## config.mk

```make
export PLATFORM = sky130hd
export DESIGN_NAME = tick_timer
export DESIGN_NICKNAME = d
export VERILOG_FILES = /design/src/rtl/tick_timer_pkg.sv /design/src/rtl/tt_prescaler.sv /design/src/rtl/tt_counter.sv /design/src/rtl/tt_req_out.sv /design/src/rtl/tick_timer.sv
export SDC_FILE = /design/constraint.sdc
export NUM_CORES = 1
export LEC_CHECK = 0
export BUFFER_PORTS_ARGS = -buffer_cell sky130_fd_sc_hd__buf_2
export CORE_UTILIZATION = 52
export DETAILED_ROUTE_END_ITERATION = 16
export PLACE_DENSITY = 0.88
export RECOVER_POWER = 50
export SLEW_MARGIN = 25
export SYNTH_ARGS = -nofsm -noshare
export SYNTH_HDL_FRONTEND = slang
export SYNTH_SLANG_ARGS = --single-unit
```

## constraint.sdc

```tcl
create_clock -name clk -period 2.65 [get_ports clk]
set_clock_uncertainty 0.15 [all_clocks]
set_input_delay 0.53 -clock clk [delete_from_list [all_inputs] [get_ports clk]]
set_output_delay 0.53 -clock clk [all_outputs]
set_load 0.05 [all_outputs]
```

## src/rtl/tick_timer_pkg.sv

```systemverilog
package tick_timer_pkg;
  localparam int SEL_ENTRY = 0;
  localparam int SEL_INIT  = 1;
  localparam int SEL_CUR   = 2;
  localparam int SEL_DIV   = 3;

  localparam int MASK_POS  = 16;
  localparam int PER_POS   = 17;
  localparam int DIV_W     = 4;
  localparam logic [DIV_W-1:0] DIV_KEEP = 4'hB;
  localparam int CODE_W    = 3;
endpackage

```

## src/rtl/tt_prescaler.sv

```systemverilog
module tt_prescaler #(
  parameter int CODE_W = 3
) (
  input  logic              clk,
  input  logic              rst_n,
  input  logic              restart,
  input  logic [CODE_W-1:0] code,
  output logic              tick
);
  localparam int PRE_W = (1 << CODE_W) - 1;

  logic [CODE_W-1:0] shift;
  logic [PRE_W-1:0]  pre_q;
  logic [PRE_W-1:0]  limit;

  // code + 1 wraps in CODE_W bits: the top code divides by one
  assign shift = code + CODE_W'(1);
  assign limit = PRE_W'((32'd1 << shift) - 32'd1);
  assign tick  = (pre_q & limit) == limit;

  always_ff @(posedge clk) begin
    if (!rst_n || restart) pre_q <= '0;
    else                   pre_q <= pre_q + PRE_W'(1);
  end
endmodule

```

## src/rtl/tt_counter.sv

```systemverilog
module tt_counter #(
  parameter int CNT_W = 32
) (
  input  logic             clk,
  input  logic             rst_n,
  input  logic             load,
  input  logic [CNT_W-1:0] load_val,
  input  logic [CNT_W-1:0] reload_val,
  input  logic             periodic,
  input  logic             tick,
  output logic [CNT_W-1:0] count,
  output logic             expire
);
  logic active;

  assign active = (reload_val != '0) && (periodic || count != '0);
  assign expire = tick && active && (count == CNT_W'(1)) && !load;

  always_ff @(posedge clk) begin
    if (!rst_n)              count <= '0;
    else if (load)           count <= load_val;
    else if (tick && active) count <= (count == '0) ? reload_val : count - CNT_W'(1);
  end
endmodule

```

## src/rtl/tt_req_out.sv

```systemverilog
module tt_req_out #(
  parameter int VEC_W = 8
) (
  input  logic             clk,
  input  logic             rst_n,
  input  logic             fire,
  input  logic [VEC_W-1:0] fire_vec,
  input  logic             ready,
  output logic             valid,
  output logic [VEC_W-1:0] vec
);
  always_ff @(posedge clk) begin
    if (!rst_n) begin
      valid <= 1'b0;
      vec   <= '0;
    end else if (fire && (!valid || ready)) begin
      valid <= 1'b1;
      vec   <= fire_vec;
    end else if (valid && ready) begin
      valid <= 1'b0;
    end
  end
endmodule

```

## src/rtl/tick_timer.sv

```systemverilog
module tick_timer
  import tick_timer_pkg::*;
#(
  parameter int CNT_W  = 32,
  parameter int VEC_W  = 8,
  parameter int DATA_W = 32,
  parameter int ADDR_W = 2
) (
  input  logic              clk,
  input  logic              rst_n,
  input  logic              wr_en,
  input  logic [ADDR_W-1:0] wr_addr,
  input  logic [DATA_W-1:0] wr_data,
  input  logic [ADDR_W-1:0] rd_addr,
  output logic [DATA_W-1:0] rd_data,
  output logic              req_valid,
  input  logic              req_ready,
  output logic [VEC_W-1:0]  req_vector
);
  logic [VEC_W-1:0]  vec_q;
  logic              mask_q;
  logic              per_q;
  logic [CNT_W-1:0]  init_q;
  logic [DIV_W-1:0]  div_q;
  logic [CNT_W-1:0]  cur_cnt;
  logic [CODE_W-1:0] div_code;
  logic              wr_entry, wr_init, wr_div;
  logic              tick, expire;

  assign wr_entry = wr_en && (wr_addr == ADDR_W'(SEL_ENTRY));
  assign wr_init  = wr_en && (wr_addr == ADDR_W'(SEL_INIT));
  assign wr_div   = wr_en && (wr_addr == ADDR_W'(SEL_DIV));
  assign div_code = {div_q[3], div_q[1:0]};

  always_ff @(posedge clk) begin
    if (!rst_n) begin
      vec_q  <= '0;
      mask_q <= 1'b1;
      per_q  <= 1'b0;
      init_q <= '0;
      div_q  <= '0;
    end else begin
      if (wr_entry) begin
        vec_q  <= wr_data[VEC_W-1:0];
        mask_q <= wr_data[MASK_POS];
        per_q  <= wr_data[PER_POS];
      end
      if (wr_init) init_q <= wr_data[CNT_W-1:0];
      if (wr_div)  div_q  <= wr_data[DIV_W-1:0] & DIV_KEEP;
    end
  end

  tt_prescaler #(.CODE_W(CODE_W)) u_pre (
    .clk     (clk),
    .rst_n   (rst_n),
    .restart (wr_init || wr_div),
    .code    (div_code),
    .tick    (tick)
  );

  tt_counter #(.CNT_W(CNT_W)) u_cnt (
    .clk        (clk),
    .rst_n      (rst_n),
    .load       (wr_init),
    .load_val   (wr_data[CNT_W-1:0]),
    .reload_val (init_q),
    .periodic   (per_q),
    .tick       (tick),
    .count      (cur_cnt),
    .expire     (expire)
  );

  tt_req_out #(.VEC_W(VEC_W)) u_req (
    .clk      (clk),
    .rst_n    (rst_n),
    .fire     (expire && !mask_q),
    .fire_vec (vec_q),
    .ready    (req_ready),
    .valid    (req_valid),
    .vec      (req_vector)
  );

  always_comb begin
    rd_data = '0;
    case (rd_addr)
      ADDR_W'(SEL_ENTRY): begin
        rd_data[VEC_W-1:0] = vec_q;
        rd_data[MASK_POS]  = mask_q;
        rd_data[PER_POS]   = per_q;
      end
      ADDR_W'(SEL_INIT): rd_data = DATA_W'(init_q);
      ADDR_W'(SEL_CUR):  rd_data = DATA_W'(cur_cnt);
      default:           rd_data = DATA_W'(div_q);
    endcase
  end
endmodule

```

=== After elaboration in Yosys (flattened, before gate mapping) ===
Cells that the tools add are included.

* Output and inout port bits: 41
* Register bits after elaboration: 93
* Input bits: 40
* Logic and storage cells: 55

* Eq/ne operators: 6
* Bitwise operators: 1
* Reduce and logical (&&, ||, !) cells: 25
* $add $sub $neg: 4
* Shifts and indexed selects: 1
* Multiplexer cells: 9

{| class="wikitable"
|+ Operators by type and width
! kind !! count
|-
| 32-bit two-way mux || 3
|-
| 32-bit nonzero test || 2
|-
| 32-bit by 1-bit equality test with 1-bit output (second input constant) || 1
|-
| 32-bit logical NOT || 1
|-
| 32-bit by 1-bit subtractor with 32-bit output (second input constant) || 1
|-
| 14-bit one-hot mux with 2 select lines || 1
|-
| 8-bit one-hot mux with 3 select lines || 1
|-
| 8-bit one-hot mux with 2 select lines || 1
|-
| 1-bit logical AND || 10
|-
| 7-bit by 1-bit adder with 7-bit output (second input constant) || 1
|-
| 7-bit bitwise AND || 1
|-
| 7-bit equality test || 1
|-
| 1-bit by 3-bit left shift with 7-bit output (first input constant) || 1
|-
| 7-bit by 1-bit subtractor with 7-bit output (second input constant) || 1
|-
| 2-bit one-hot mux with 3 select lines || 1
|-
| 2-bit by 1-bit equality test with 1-bit output (second input constant) || 2
|-
| 2-bit equality test (second input constant) || 2
|-
| 1-bit logical NOT || 4
|-
| 2-bit logical NOT || 2
|-
| 1-bit logical OR || 4
|-
| 2-bit nonzero test || 2
|-
| 3-bit by 1-bit adder with 3-bit output (second input constant) || 1
|-
| 1-bit two-way mux || 2
|}

=== Longest topological paths before layout ===
* Depth after elaboration: 11
* Depth in mapped cells: 14
* Mapped depth without buffers: 10

=== By module ===
A second synthesis with hierarchy kept.

* Cells, all modules: 685
* Area total of the unflattened synthesis: 5561.6 µm²

{| class="wikitable"
|+ By module, submodules not included
! module !! area an instance (µm²) !! cells an instance !! times used
|-
| tt_counter || 2448.6 || 326 || 1
|-
| tick_timer || 2331.0 || 270 || 1
|-
| tt_prescaler || 405.4 || 50 || 1
|-
| tt_req_out || 376.6 || 39 || 1
|}

=== Worst setup path after synthesis ===
OpenSTA, ideal clock, no wires.

* Kind: reg-to-reg
* Start: register div_q[3]
* End: register u_req.vec[0]
* Setup time: 128 ps
* Stages on the path, launching flop included: 14
* Arrival: 2532 ps
* Buffers on the path: 3
* Slack: -159 ps
* Cells stage by stage: dfxtp_1 -> clkbuf_1 -> inv_1 -> nand3_1 -> ha_1 -> nor2_1 -> a31oi_1 -> o311ai_0 -> or3_1 -> clkbuf_1 -> or4_1 -> buf_2 -> mux2i_1 -> nor2_1

* Word-level cells in the longest chain between the ends: 10

{| class="wikitable"
|+ RTL lines
! item !! RTL line !! RTL
|-
| start, declared || tick_timer.sv:24 || <nowiki>logic [DIV_W-1:0] div_q;</nowiki>
|-
| start signal, assigned || tick_timer.sv:49 || <nowiki>if (wr_div) div_q <= wr_data[DIV_W-1:0] & DIV_KEEP;</nowiki>
|-
| 3-bit by 1-bit adder with 3-bit output (*) || tt_prescaler.sv:17 || <nowiki>assign shift = code + CODE_W'(1);</nowiki>
|-
| 1-bit by 3-bit left shift with 7-bit output (*) || tt_prescaler.sv:18 || <nowiki>assign limit = PRE_W'((32'd1 << shift) - 32'd1);</nowiki>
|-
| 7-bit by 1-bit subtractor with 7-bit output (*) || tt_prescaler.sv:18 ||
|-
| 7-bit bitwise AND || tt_prescaler.sv:19 || <nowiki>assign tick = (pre_q & limit) == limit;</nowiki>
|-
| 7-bit equality test (*) || tt_prescaler.sv:19 ||
|-
| 1-bit logical AND (*) (3 in a row) || tt_counter.sv:17 || <nowiki>assign expire = tick && active && (count == CNT_W'(1)) && !load;</nowiki>
|-
| 1-bit logical AND (*) || tick_timer.sv:76 || <nowiki>.fire (expire && !mask_q),</nowiki>
|-
| 1-bit logical AND (*) || tt_req_out.sv:16 || <nowiki>end else if (fire && (!valid || ready)) begin</nowiki>
|-
| end signal, assigned || tt_req_out.sv:18 || <nowiki>vec <= fire_vec;</nowiki>
|-
| end, declared || tt_req_out.sv:10 || <nowiki>output logic [VEC_W-1:0] vec</nowiki>
|}

Every way passes the cells marked *; elsewhere a longest branch is shown, timed or not.
A chain may end at the register's enable or synchronous reset.

=== Worst setup path in the final report ===
* Start: register u_cnt.count[8]
* End: register u_cnt.count[21]

* Word-level cells in the longest chain between the ends: 5
* Elaborated cells on any way between the ends: 10
* Those cells by class: 1 x add/sub; 3 x mux; 6 x reduce/logical

{| class="wikitable"
|+ RTL lines
! item !! RTL line !! RTL
|-
| start, declared || tt_counter.sv:11 || <nowiki>output logic [CNT_W-1:0] count,</nowiki>
|-
| start signal, assigned || tt_counter.sv:21 || <nowiki>else if (load) count <= load_val;</nowiki>
|-
| start signal, assigned || tt_counter.sv:22 || <nowiki>else if (tick && active) count <= (count == '0) ? reload_val : count - CNT_W'(1);</nowiki>
|-
| branches (longest 5 deep; another with 32-bit by 1-bit subtractor with 32-bit output) || -- ||
|}

Parallel ways; which one is timed is not known. The select of a mux whose other input is x is not followed.

==> out/qor.yml <==
clock_network:
  cts.path.max_buffers: 2
  cts_num_sinks: 93
  cts_buffers: 9
  ctsHoldBuffers: 0
  cts_htree_levels: 3
  cts_tree: "done"
  cts_root_buffer: "clkbuf_8"
  clk_latency_ns: 0.38
  cts.reportedPaths.clkPinSlew_ns: 0.10
timing:
  rsz0062_at_grt: "true"
  worst_slew_pin_slew_ns: 1.05
  fin_crit_ns: 2.64
  relSlewSlack_pct: 29.8
  setup_slack_ns: 0.00700
  setup_viol: 0
  fin_crit_sh_pct: 99.7
  hold_viol_final: 0
  max_freq_mhz: 378
  final_max_slew_viol_count: 0
detailed_routing:
  vias: 6208
  top_layer: "met4"
  wl_met1_um: 7650
  dr.pass1.iters: 5
  met2_wirelength_um: 8530
  wl_per_cell_um: 18.8
  vias_per_cell: 6.27
  drtIter0Drc: 662
  dr_wl_met3_um: 1780
  wirelength_um: 18600
  drc: 0
  ant_nets: 0
synth:
  syn-cell-area_mm2: 0.00537
  synth_area_per_cell_um2: 7.45
  synthArstFlopShare_pct: 0
  synth_cell_types: 60
  synth_nets: 769
  synth_seq_cells: 93
  postSynthCellCount: 720
  synth_edf_count: 0
  yosysWarnings: 0
  synth-seq-area-share_pct: 34.7
  synth_flop_cell: "dfxtp_1"
grt:
  grt_max_degree: 38
  antenna_found_initial: 0
  gr-usage-all-layers_pct: 33.4
  overflow: 0
  grt_pass1_wl_um: 28900
  grt_pass1_vias: 5808
placement:
  gp_congestion: 0.931
  io_buffers: 80
  dp_slack_ns: -0.134
  hpwl_um: 12600
final_layout:
  area_growth_pct: 29.2
  antenna_cells: 0
  multi_input_area_mm2: 0.00344
  layout.nets: 901
  regArea_mm2: 0.00187
  n_fill_cell: 807
  layout-drive-gt1-share_pct: 27.1
critical_path:
  crit_end: "u_cnt.count[21]"
  ff2ff_setup_slack_ns: 0.007
  start_kind: "flip-flop"
  r2r-end: "u_cnt.count[21]"
  worstPathMaxFanout: 7
  crit_required_ns: 2.77
  crit_arrival_ns: 2.76
  ff2ff_path_depth: 7
  worst-setup-path-type: "flip-flop to flip-flop"
  reg2reg_from: "u_cnt.count[8]"
  startpoint: "u_cnt.count[8]"
  worstSetupEndpointType: "flip-flop"
floorplanning:
  io-pin-count: 81
  row_count: 36
  die-width_um: 104
  coreArea_mm2: 0.00986
  dieArea_mm2: 0.0107
  die_h_um: 104
  initial_utilization_pct: 54.4
hold_path:
  worstHoldPathType: "input pin to flip-flop"
power_and_ir_drop:
  finalPower_mw: 4.08
  leakagePower_nw: 2.81
  irDropWorstVdd_mv: 0.304
  p_per_area_mw_per_mm2: 588
status:
  status: "finished, final reports clean"
run:
  cap_violations: 0
-- critical path, stage by stage (launching register included) --
cell	delay (ns)
dfxtp_1	0.33
or4_4	0.57
or4_1	0.56
buf_6	0.17
or3_1	0.33
o22ai_1	0.14
a31oi_1	0.10
o311a_1	0.18
-- registers in the layout, summed over array words and instances, names as in the netlist --
signal	count
div_q	3
u_req.vec	8
per_q	1
vec_q	8
u_pre.pre_q	7
u_cnt.count	32
init_q	32
mask_q	1
u_req.valid	1
-- layout by cell type, fill, tap and decap left out, types with 16 or more instances in the layout --
cell and instances:
nand2_1 121, dfxtp_1 89, nor2_1 77, buf_4 77, buf_2 69, a21oi_1 66
o21ai_0 33, nor2b_1 23, a22oi_1 22, nand3_1 18, a31oi_1 17, mux2i_1 16
-- through the flow --
| step | setup TNS [ns] | instance area, um^2 | hold WS, ns | cells | util (%) |
|---|---|---|---|---|---|
| global route | -1.17 | 6930 | 0.260 | 990 | 70.3 |
| CTS | 0 | 6740 | 0.247 | 985 | 68.4 |
| floorplan | -0.0227 | 5390 | 0.272 | 720 | - |
| finish | 0 | 6930 | 0.245 | 990 | 70.3 |
| global placement | -0.0358 | 6450 | 0.288 | 966 | 65.4 |
| detailed placement | -0.413 | 6450 | 0.312 | 966 | 65.4 |
-- layout make-up --
class / count / area share (%)
Timing Repair Buffer: 174 / 17.4
Multi-Input combinational cell: 561 / 49.6
Clock inverter: 7 / 1.17
Clock buffer: 9 / 1.79
Tap cell: 133 / 2.40
Inverter: 13 / 0.704
Sequential cell: 93 / 26.9
-- report_power, final --
group	total [mW]	internal (mW)	switching, mW	leakage (nW)
Clock	1.02	0.450	0.566	0.101
Sequential	1.54	1.47	0.0687	0.759
Combinational	1.52	0.641	0.876	1.95
-- per-layer routing --
metal | up-vias | GRT usage [%]
met3 | 65 | 5.22
met4 | 0 | 15.0
li1 | 2853 | -
met1 | 2895 | 44.3
met5 | - | 0
met2 | 395 | 53.5
-- cells by family (layout without fill, tap and decap cells) --
| kind of cell | after synthesis | after routing | share of synthesized area, % |
|---|---|---|---|
| and+or+nand+nor | 323 | 323 | 29.3 |
| AOI/OAI and AO/OA | 201 | 201 | 23.8 |
| DFF | 93 | 93 | 34.7 |
| buffers and inverters | 66 | 203 | 5.04 |
| muxes | 19 | 19 | 3.57 |
| adders and majority gates | 9 | 9 | 2.10 |
| xor gates and xnor gates | 9 | 9 | 1.47 |
-- cell usage after synthesis, types with 2 or more instances --
cell type | count | area [um^2]
a211oi_1 | 2 | 15.0
nor2_1 | 81 | 304
o21ai_1 | 2 | 10.0
o31ai_1 | 3 | 22.5
and3_1 | 4 | 25.0
inv_1 | 12 | 45.0
a32o_1 | 2 | 20.0
ha_1 | 9 | 113
a21oi_1 | 68 | 340
o211ai_1 | 11 | 82.6
and2_1 | 4 | 25.0
o21a_1 | 4 | 30.0
dfxtp_1 | 93 | 1860
nor3_1 | 14 | 70.1
nor3_2 | 2 | 20.0
nor4_1 | 15 | 93.8
a22oi_1 | 22 | 165
or2_2 | 4 | 25.0
clkbuf_1 | 36 | 135
o311a_1 | 5 | 50.1
buf_1 | 6 | 22.5
buf_2 | 9 | 45.0
nand2b_1 | 2 | 12.5
nor4_4 | 3 | 63.8
mux2i_1 | 18 | 180
or3_1 | 8 | 50.1
xor2_1 | 4 | 35.0
nand4_1 | 4 | 25.0
xnor2_1 | 5 | 43.8
a222oi_1 | 10 | 100
o22ai_1 | 4 | 25.0
nand3_1 | 21 | 105
nand2_1 | 121 | 454
nor2b_1 | 23 | 144
o21ai_0 | 36 | 180
a31oi_1 | 20 | 125
or4_1 | 10 | 75.1
-- repair_timing --
action / in CTS / in global routing
pin swaps: 3 / 16
gates cloned: 1 / 1
setup endpoints to repair: 39 / 41
setup buffers: 2 / 6
resized for setup: 14 / 44
-- worst min-delay path by stage --
| stage | start | endpoint | slack, ns | depth (start not counted) |
|---|---|---|---|---|
| after floorplan | u_pre.pre_q[0] | u_pre.pre_q[0] | 0.27 | 1 |
| after global placement | u_pre.pre_q[0] | u_pre.pre_q[0] | 0.29 | 1 |
| after detailed placement | vec_q[6] | vec_q[6] | 0.31 | 2 |
| after CTS | wr_data[26] | init_q[26] | 0.25 | 3 |
| after global routing | wr_data[22] | init_q[22] | 0.26 | 3 |
| final | wr_data[24] | init_q[24] | 0.24 | 3 |
(Power assumes the default switching activity.)
